`config.mk`:
```
export PLATFORM = sky130hd
export DESIGN_NAME = sdec_seq_ctrl
export DESIGN_NICKNAME = d
export VERILOG_FILES = /design/src/rtl/sdec_pkg.sv /design/src/rtl/sdec_cycle_ctr.sv /design/src/rtl/sdec_attempt_ctr.sv /design/src/rtl/sdec_stage_map.sv /design/src/rtl/sdec_seq_ctrl.sv
export SDC_FILE = /design/constraint.sdc
export NUM_CORES = 1
export LEC_CHECK = 0
export ABC_CLOCK_PERIOD_IN_PS = 5100
export BUFFER_PORTS_ARGS = -buffer_cell sky130_fd_sc_hd__buf_4
export CAP_MARGIN = 5
export CORE_MARGIN = 2
export CORE_UTILIZATION = 55
export DETAILED_ROUTE_END_ITERATION = 8
export GPL_ROUTABILITY_DRIVEN = 0
export PLACE_DENSITY = 0.81
export SLEW_MARGIN = 40
export SYNTH_ARGS = -nofsm -noshare
export SYNTH_HDL_FRONTEND = slang
export SYNTH_SLANG_ARGS = --single-unit
```
`constraint.sdc`:
```
create_clock -name clk -period 5.1 [get_ports clk]
set_clock_uncertainty 0.1 [all_clocks]
set_input_delay 1.275 -clock clk [delete_from_list [all_inputs] [get_ports clk]]
set_output_delay 1.275 -clock clk [all_outputs]
set_load 0.01 [all_outputs]
```
`src/rtl/sdec_pkg.sv`:
```
package sdec_pkg;

  typedef enum logic [1:0] {
    PH_IDLE    = 2'd0,
    PH_RESTART = 2'd1,
    PH_RUN     = 2'd2,
    PH_DONE    = 2'd3
  } phase_t;

  localparam int unsigned STAGE_W = 2;

  typedef enum logic [STAGE_W-1:0] {
    STG_QUARTER   = 2'd0,
    STG_EIGHTH    = 2'd1,
    STG_SIXTEENTH = 2'd2
  } stage_t;

endpackage

```
`src/rtl/sdec_cycle_ctr.sv`:
```
module sdec_cycle_ctr #(
  parameter int unsigned CYC_LIMIT = 1000,
  parameter int unsigned CW        = 10
) (
  input  logic          clk,
  input  logic          rst_n,
  input  logic          clr_i,
  input  logic          adv_i,
  output logic [CW-1:0] cnt_o,
  output logic          last_o
);

  localparam logic [CW-1:0] LAST_VAL = CW'(CYC_LIMIT - 1);

  logic [CW-1:0] cnt_q;

  always_ff @(posedge clk or negedge rst_n) begin
    if (!rst_n) begin
      cnt_q <= '0;
    end else if (clr_i) begin
      cnt_q <= '0;
    end else if (adv_i) begin
      cnt_q <= cnt_q + 1'b1;
    end
  end

  assign cnt_o  = cnt_q;
  assign last_o = (cnt_q == LAST_VAL);

endmodule

```
`src/rtl/sdec_attempt_ctr.sv`:
```
module sdec_attempt_ctr #(
  parameter int unsigned MAX_ATTEMPTS = 4,
  parameter int unsigned AW           = 2
) (
  input  logic          clk,
  input  logic          rst_n,
  input  logic          clr_i,
  input  logic          inc_i,
  output logic [AW-1:0] att_o,
  output logic          final_o
);

  localparam logic [AW-1:0] FINAL_VAL = AW'(MAX_ATTEMPTS - 1);

  logic [AW-1:0] att_q;

  always_ff @(posedge clk or negedge rst_n) begin
    if (!rst_n) begin
      att_q <= '0;
    end else if (clr_i) begin
      att_q <= '0;
    end else if (inc_i) begin
      att_q <= att_q + 1'b1;
    end
  end

  assign att_o   = att_q;
  assign final_o = (att_q == FINAL_VAL);

endmodule

```
`src/rtl/sdec_stage_map.sv`:
```
module sdec_stage_map
  import sdec_pkg::*;
#(
  parameter int unsigned CW          = 10,
  parameter int unsigned STG1_START  = 34,
  parameter int unsigned STG2_START  = 111
) (
  input  logic [CW-1:0]      cyc_i,
  output logic [STAGE_W-1:0] stage_o
);

  localparam int unsigned NBOUND = 2;
  localparam int unsigned BOUNDS [NBOUND] = '{STG1_START, STG2_START};

  logic [NBOUND-1:0] past_bound;

  for (genvar g = 0; g < NBOUND; g++) begin : g_bound
    assign past_bound[g] = ({1'b0, cyc_i} >= (CW+1)'(BOUNDS[g]));
  end

  always_comb begin
    stage_o = '0;
    for (int k = 0; k < NBOUND; k++) begin
      if (past_bound[k]) stage_o = stage_o + 1'b1;
    end
  end

endmodule

```
`src/rtl/sdec_seq_ctrl.sv`:
```
module sdec_seq_ctrl
  import sdec_pkg::*;
#(
  parameter int unsigned CYC_LIMIT    = 1000,
  parameter int unsigned MAX_ATTEMPTS = 4,
  parameter int unsigned STG1_START   = 34,
  parameter int unsigned STG2_START   = 111,
  localparam int unsigned CW = (CYC_LIMIT > 2) ? $clog2(CYC_LIMIT) : 1,
  localparam int unsigned AW = (MAX_ATTEMPTS > 2) ? $clog2(MAX_ATTEMPTS) : 1
) (
  input  logic               clk,
  input  logic               rst_n,
  input  logic               start_i,
  input  logic               syndrome_ok_i,
  output logic               restart_o,
  output logic [STAGE_W-1:0] stage_o,
  output logic               done_o,
  output logic               success_o,
  output logic [AW-1:0]      attempt_o,
  output logic [CW-1:0]      cycle_o
);

  phase_t phase_q, phase_d;
  logic   success_q;
  logic   running;
  logic   start_take;
  logic   hit;
  logic   cyc_last;
  logic   att_final;
  logic   retry;
  logic   give_up;

  assign running    = (phase_q == PH_RUN);
  assign start_take = start_i && ((phase_q == PH_IDLE) || (phase_q == PH_DONE));
  assign hit        = running && syndrome_ok_i;
  assign retry      = running && !syndrome_ok_i && cyc_last && !att_final;
  assign give_up    = running && !syndrome_ok_i && cyc_last && att_final;

  sdec_cycle_ctr #(
    .CYC_LIMIT (CYC_LIMIT),
    .CW        (CW)
  ) u_cyc (
    .clk    (clk),
    .rst_n  (rst_n),
    .clr_i  (start_take || retry),
    .adv_i  (running && !syndrome_ok_i && !cyc_last),
    .cnt_o  (cycle_o),
    .last_o (cyc_last)
  );

  sdec_attempt_ctr #(
    .MAX_ATTEMPTS (MAX_ATTEMPTS),
    .AW           (AW)
  ) u_att (
    .clk     (clk),
    .rst_n   (rst_n),
    .clr_i   (start_take),
    .inc_i   (retry),
    .att_o   (attempt_o),
    .final_o (att_final)
  );

  sdec_stage_map #(
    .CW         (CW),
    .STG1_START (STG1_START),
    .STG2_START (STG2_START)
  ) u_stage (
    .cyc_i   (cycle_o),
    .stage_o (stage_o)
  );

  always_comb begin
    phase_d = phase_q;
    unique case (phase_q)
      PH_IDLE, PH_DONE: if (start_take) phase_d = PH_RESTART;
      PH_RESTART:       phase_d = PH_RUN;
      PH_RUN: begin
        if (hit || give_up) phase_d = PH_DONE;
        else if (retry)     phase_d = PH_RESTART;
      end
      default:          phase_d = PH_IDLE;
    endcase
  end

  always_ff @(posedge clk or negedge rst_n) begin
    if (!rst_n) begin
      phase_q   <= PH_IDLE;
      success_q <= 1'b0;
    end else begin
      phase_q <= phase_d;
      if (start_take)  success_q <= 1'b0;
      else if (hit)    success_q <= 1'b1;
    end
  end

  assign restart_o = (phase_q == PH_RESTART);
  assign done_o    = (phase_q == PH_DONE);
  assign success_o = success_q;

endmodule

```
==> results.md <==
* Status: completed
* Avg WL per Cell at 14.0 um
* CTS Sinks at 15
* Synthesized cell area at 905 um^2
* H-tree depth at 1
* Worst Hold Path Cells at 2
* Worst hold path type: reg -> reg
* Storage cell area at 375 um^2
* Area leader, netlist: dfrtp_1
* Worst hold margin at 0.450 ns
* Sequential area share after synthesis at 41.5%
* Critical path data arrival time at 2.03 ns
* RSZ-0062 raised after global routing: no
* Synth top cells by count: dfrtp_1 (15), nor2_1 (12), ha_1 (8), xnor2_1 (8), a21oi_1 (5)
* CP required at 3.72 ns
* Number of global-route vias before repair at 696
* Root buffer cell: clkbuf_4
* DRC Markers at 0
* Most area-consuming cells after synthesis: dfrtp_1 (41%), ha_1 (11%), xnor2_1 (7.7%)
* Residual overflow from global routing at 0
* Top cell type's share of synthesized area at 41.5%
* Number of flops mapped to enable cells by yosys at 0
* Synth Area per Inst at 9.94 um^2
* Longest Clk Path Bufs at 2
* Largest net degree at the start of global routing at 16
* Main synth FF type: dfrtp_1
* Peak Freq at 293 MHz
* Iter 0 DRT Violations at 17
* Setup TNS at 0 ns
* Worst r2r src: phase_q[0]
* Synth warn at 0
* I/O Buffers at 20
* Starting Density at 59.4%
* Area grow syn2layout at 20.2%
* Inserted Clock Buffers at 3
* Critical path class: reg -> out
* Setup ws final at 1.69 ns
* Fin crit period at 3.41 ns
* Initial antenna violation count at 0
* Relative slew slack at 75.0%
* Depth of the most critical reg-to-reg path at 6
* Num ports at 21
* Via count at 753
* Top-count cell post-synth: dfrtp_1
* Critical R2R Capture: u_cyc.cnt_o[2]
* Antenna viol nets, final at 0
* R2r setup slk at 2.81 ns
* Distinct cells, synth at 31
* Core ar. at 1520 um^2
* Post-CTS Hold Fix Bufs at 0
* Final setup vio count at 0
* Period utilization at 66.8%
* Pins over their slew limit at 0
* Seq cells post-synth at 15
* Fraction of layout cells with a size suffix above 1 at 23.9%
* Hold worst-path end: success_o
* Pleak at 0.513 nW
* Crit path capture type: primary output
* Worst-path fanout max at 7
* Hold Fails Final Rpt at 0
* Maximum vdd drop at 0.260 mV
* Hold path start: success_o
* Global-route usage over all layers at 20.2%
* Syn Nets at 103
* Multi-input gate area at 503 um^2
* Final core utilization at 71.3%
* Gate Count Post-Synth at 91
* Post-CTS Setup Bufs at 0
* CTS tree: yes
* Max cap viols at 0
* Clock transition at path regs at 0.10 ns
* Ant. Diodes at 0
* Place WS at 2.04 ns
* Power Density at 344 nW/um^2
* First-pass DRT Iterations at 4
* Nets at 126
* Fill count at 115
* Clk Latency, worst-skew pair at 0.28 ns
* Final HPWL DP at 1360 um
* Post-CTS Resized at 0
* Crit start category: register
* Die area at 1990 um^2
* # rows at 14
* Routed WL at 1810 um
* Die Wd at 44.6 um
* Via density at 5.84
* Share of flip-flops with an asynchronous set or reset at 100%
* Vert. Die Dim at 44.6 um
* Slew @ Worst Pin at 0.370 ns
* Global-route wire length before repair at 3020 um
-- state kept, by name, indices dropped and copies added (netlist names) --
signal       cells
u_cyc.cnt_o     10
success_o        1
u_att.att_o      2
phase_q          2
-- critical path: stages, from the launching register on --
cell      delay [ns]
dfrtp_1         0.44
or2_2           0.36
o41ai_1         0.34
nand3b_1        0.14
ha_1            0.32
buf_4           0.15
-- area by class of cell --
type | count | share of cell area [%]
multi-input cells | 71 | 46.3
flip-flops and latches | 15 | 34.5
repair buffers | 20 | 13.8
clock buffers | 3 | 2.07
well taps | 16 | 1.84
inverters | 3 | 1.04
clock inverters | 1 | 0.460
-- metal layers --
metal | wire length (um) | vias to the layer above | global-route usage [%]
met5 | 0 | - | 0
met4 | 11 | 0 | 3.64
met3 | 78 | 2 | 2.45
met2 | 887 | 17 | 35.9
met1 | 828 | 365 | 26.4
li1 | - | 369 | -
-- logic make-up (layout without fill, tap and decap cells) --
family                   count (synthesis)  after routing  synth area share, %
AO/OA/AOI/OAI                           20             20                 14.5
AND/OR/NAND/NOR                         34             34                 21.2
flip-flops                              15             15                 41.5
multiplexers                             1              1                 1.11
adder cells (fa/ha/maj)                  8              8                 11.1
buffers and inverters                    5             27                 2.90
XOR/XNOR                                 8              8                 7.75
-- how the worst max path moves through the flow --
stage | end | depth (start not counted) | startpoint
after floorplan | stage_o[0] | 4 | u_cyc.cnt_o[3]
after global placement | stage_o[0] | 5 | u_cyc.cnt_o[3]
after detailed placement | stage_o[0] | 6 | u_cyc.cnt_o[0]
after CTS | stage_o[0] | 6 | u_cyc.cnt_o[0]
after global routing | stage_o[0] | 6 | u_cyc.cnt_o[0]
final | stage_o[0] | 5 | u_cyc.cnt_o[3]
-- metrics by stage --
| stage | cell area [um^2] | std cells | total power [mW] |
|---|---|---|---|
| 2_1_floorplan | 905 | 91 | 0.263 |
| 3_3_place_gp | 1060 | 125 | 0.305 |
| 3_5_place_dp | 1060 | 125 | 0.307 |
| 4_1_cts | 1090 | 129 | 0.376 |
| 5_1_grt | 1090 | 129 | 0.401 |
| 6_report | 1090 | 129 | 0.374 |
-- cell usage in the layout, fill, tap and decap left out, drive strengths merged --
cell,instances
inv,3
nand4,2
o31a,1
o31ai,3
clkbuf,3
a31oi,1
nand3b,2
a21oi,5
a211oi,1
nor3,3
dfrtp,15
or2b,1
xnor2,8
or3b,1
o21ai,4
buf,20
a21boi,1
o21ba,1
o21a,1
nor2,12
clkinv,1
a21o,1
or3,1
nand2,3
nor4,3
o41ai,1
nand3,3
mux2i,1
nor2b,2
or2,1
ha,8
-- power by group --
group / total [mW] / leakage (nW) / internal, mW / switching, mW
Clock: 0.0689 / 0.0177 / 0.0291 / 0.0398
Sequential: 0.159 / 0.204 / 0.137 / 0.0215
Combinational: 0.147 / 0.291 / 0.0675 / 0.0790
(Power assumes the default switching activity.)
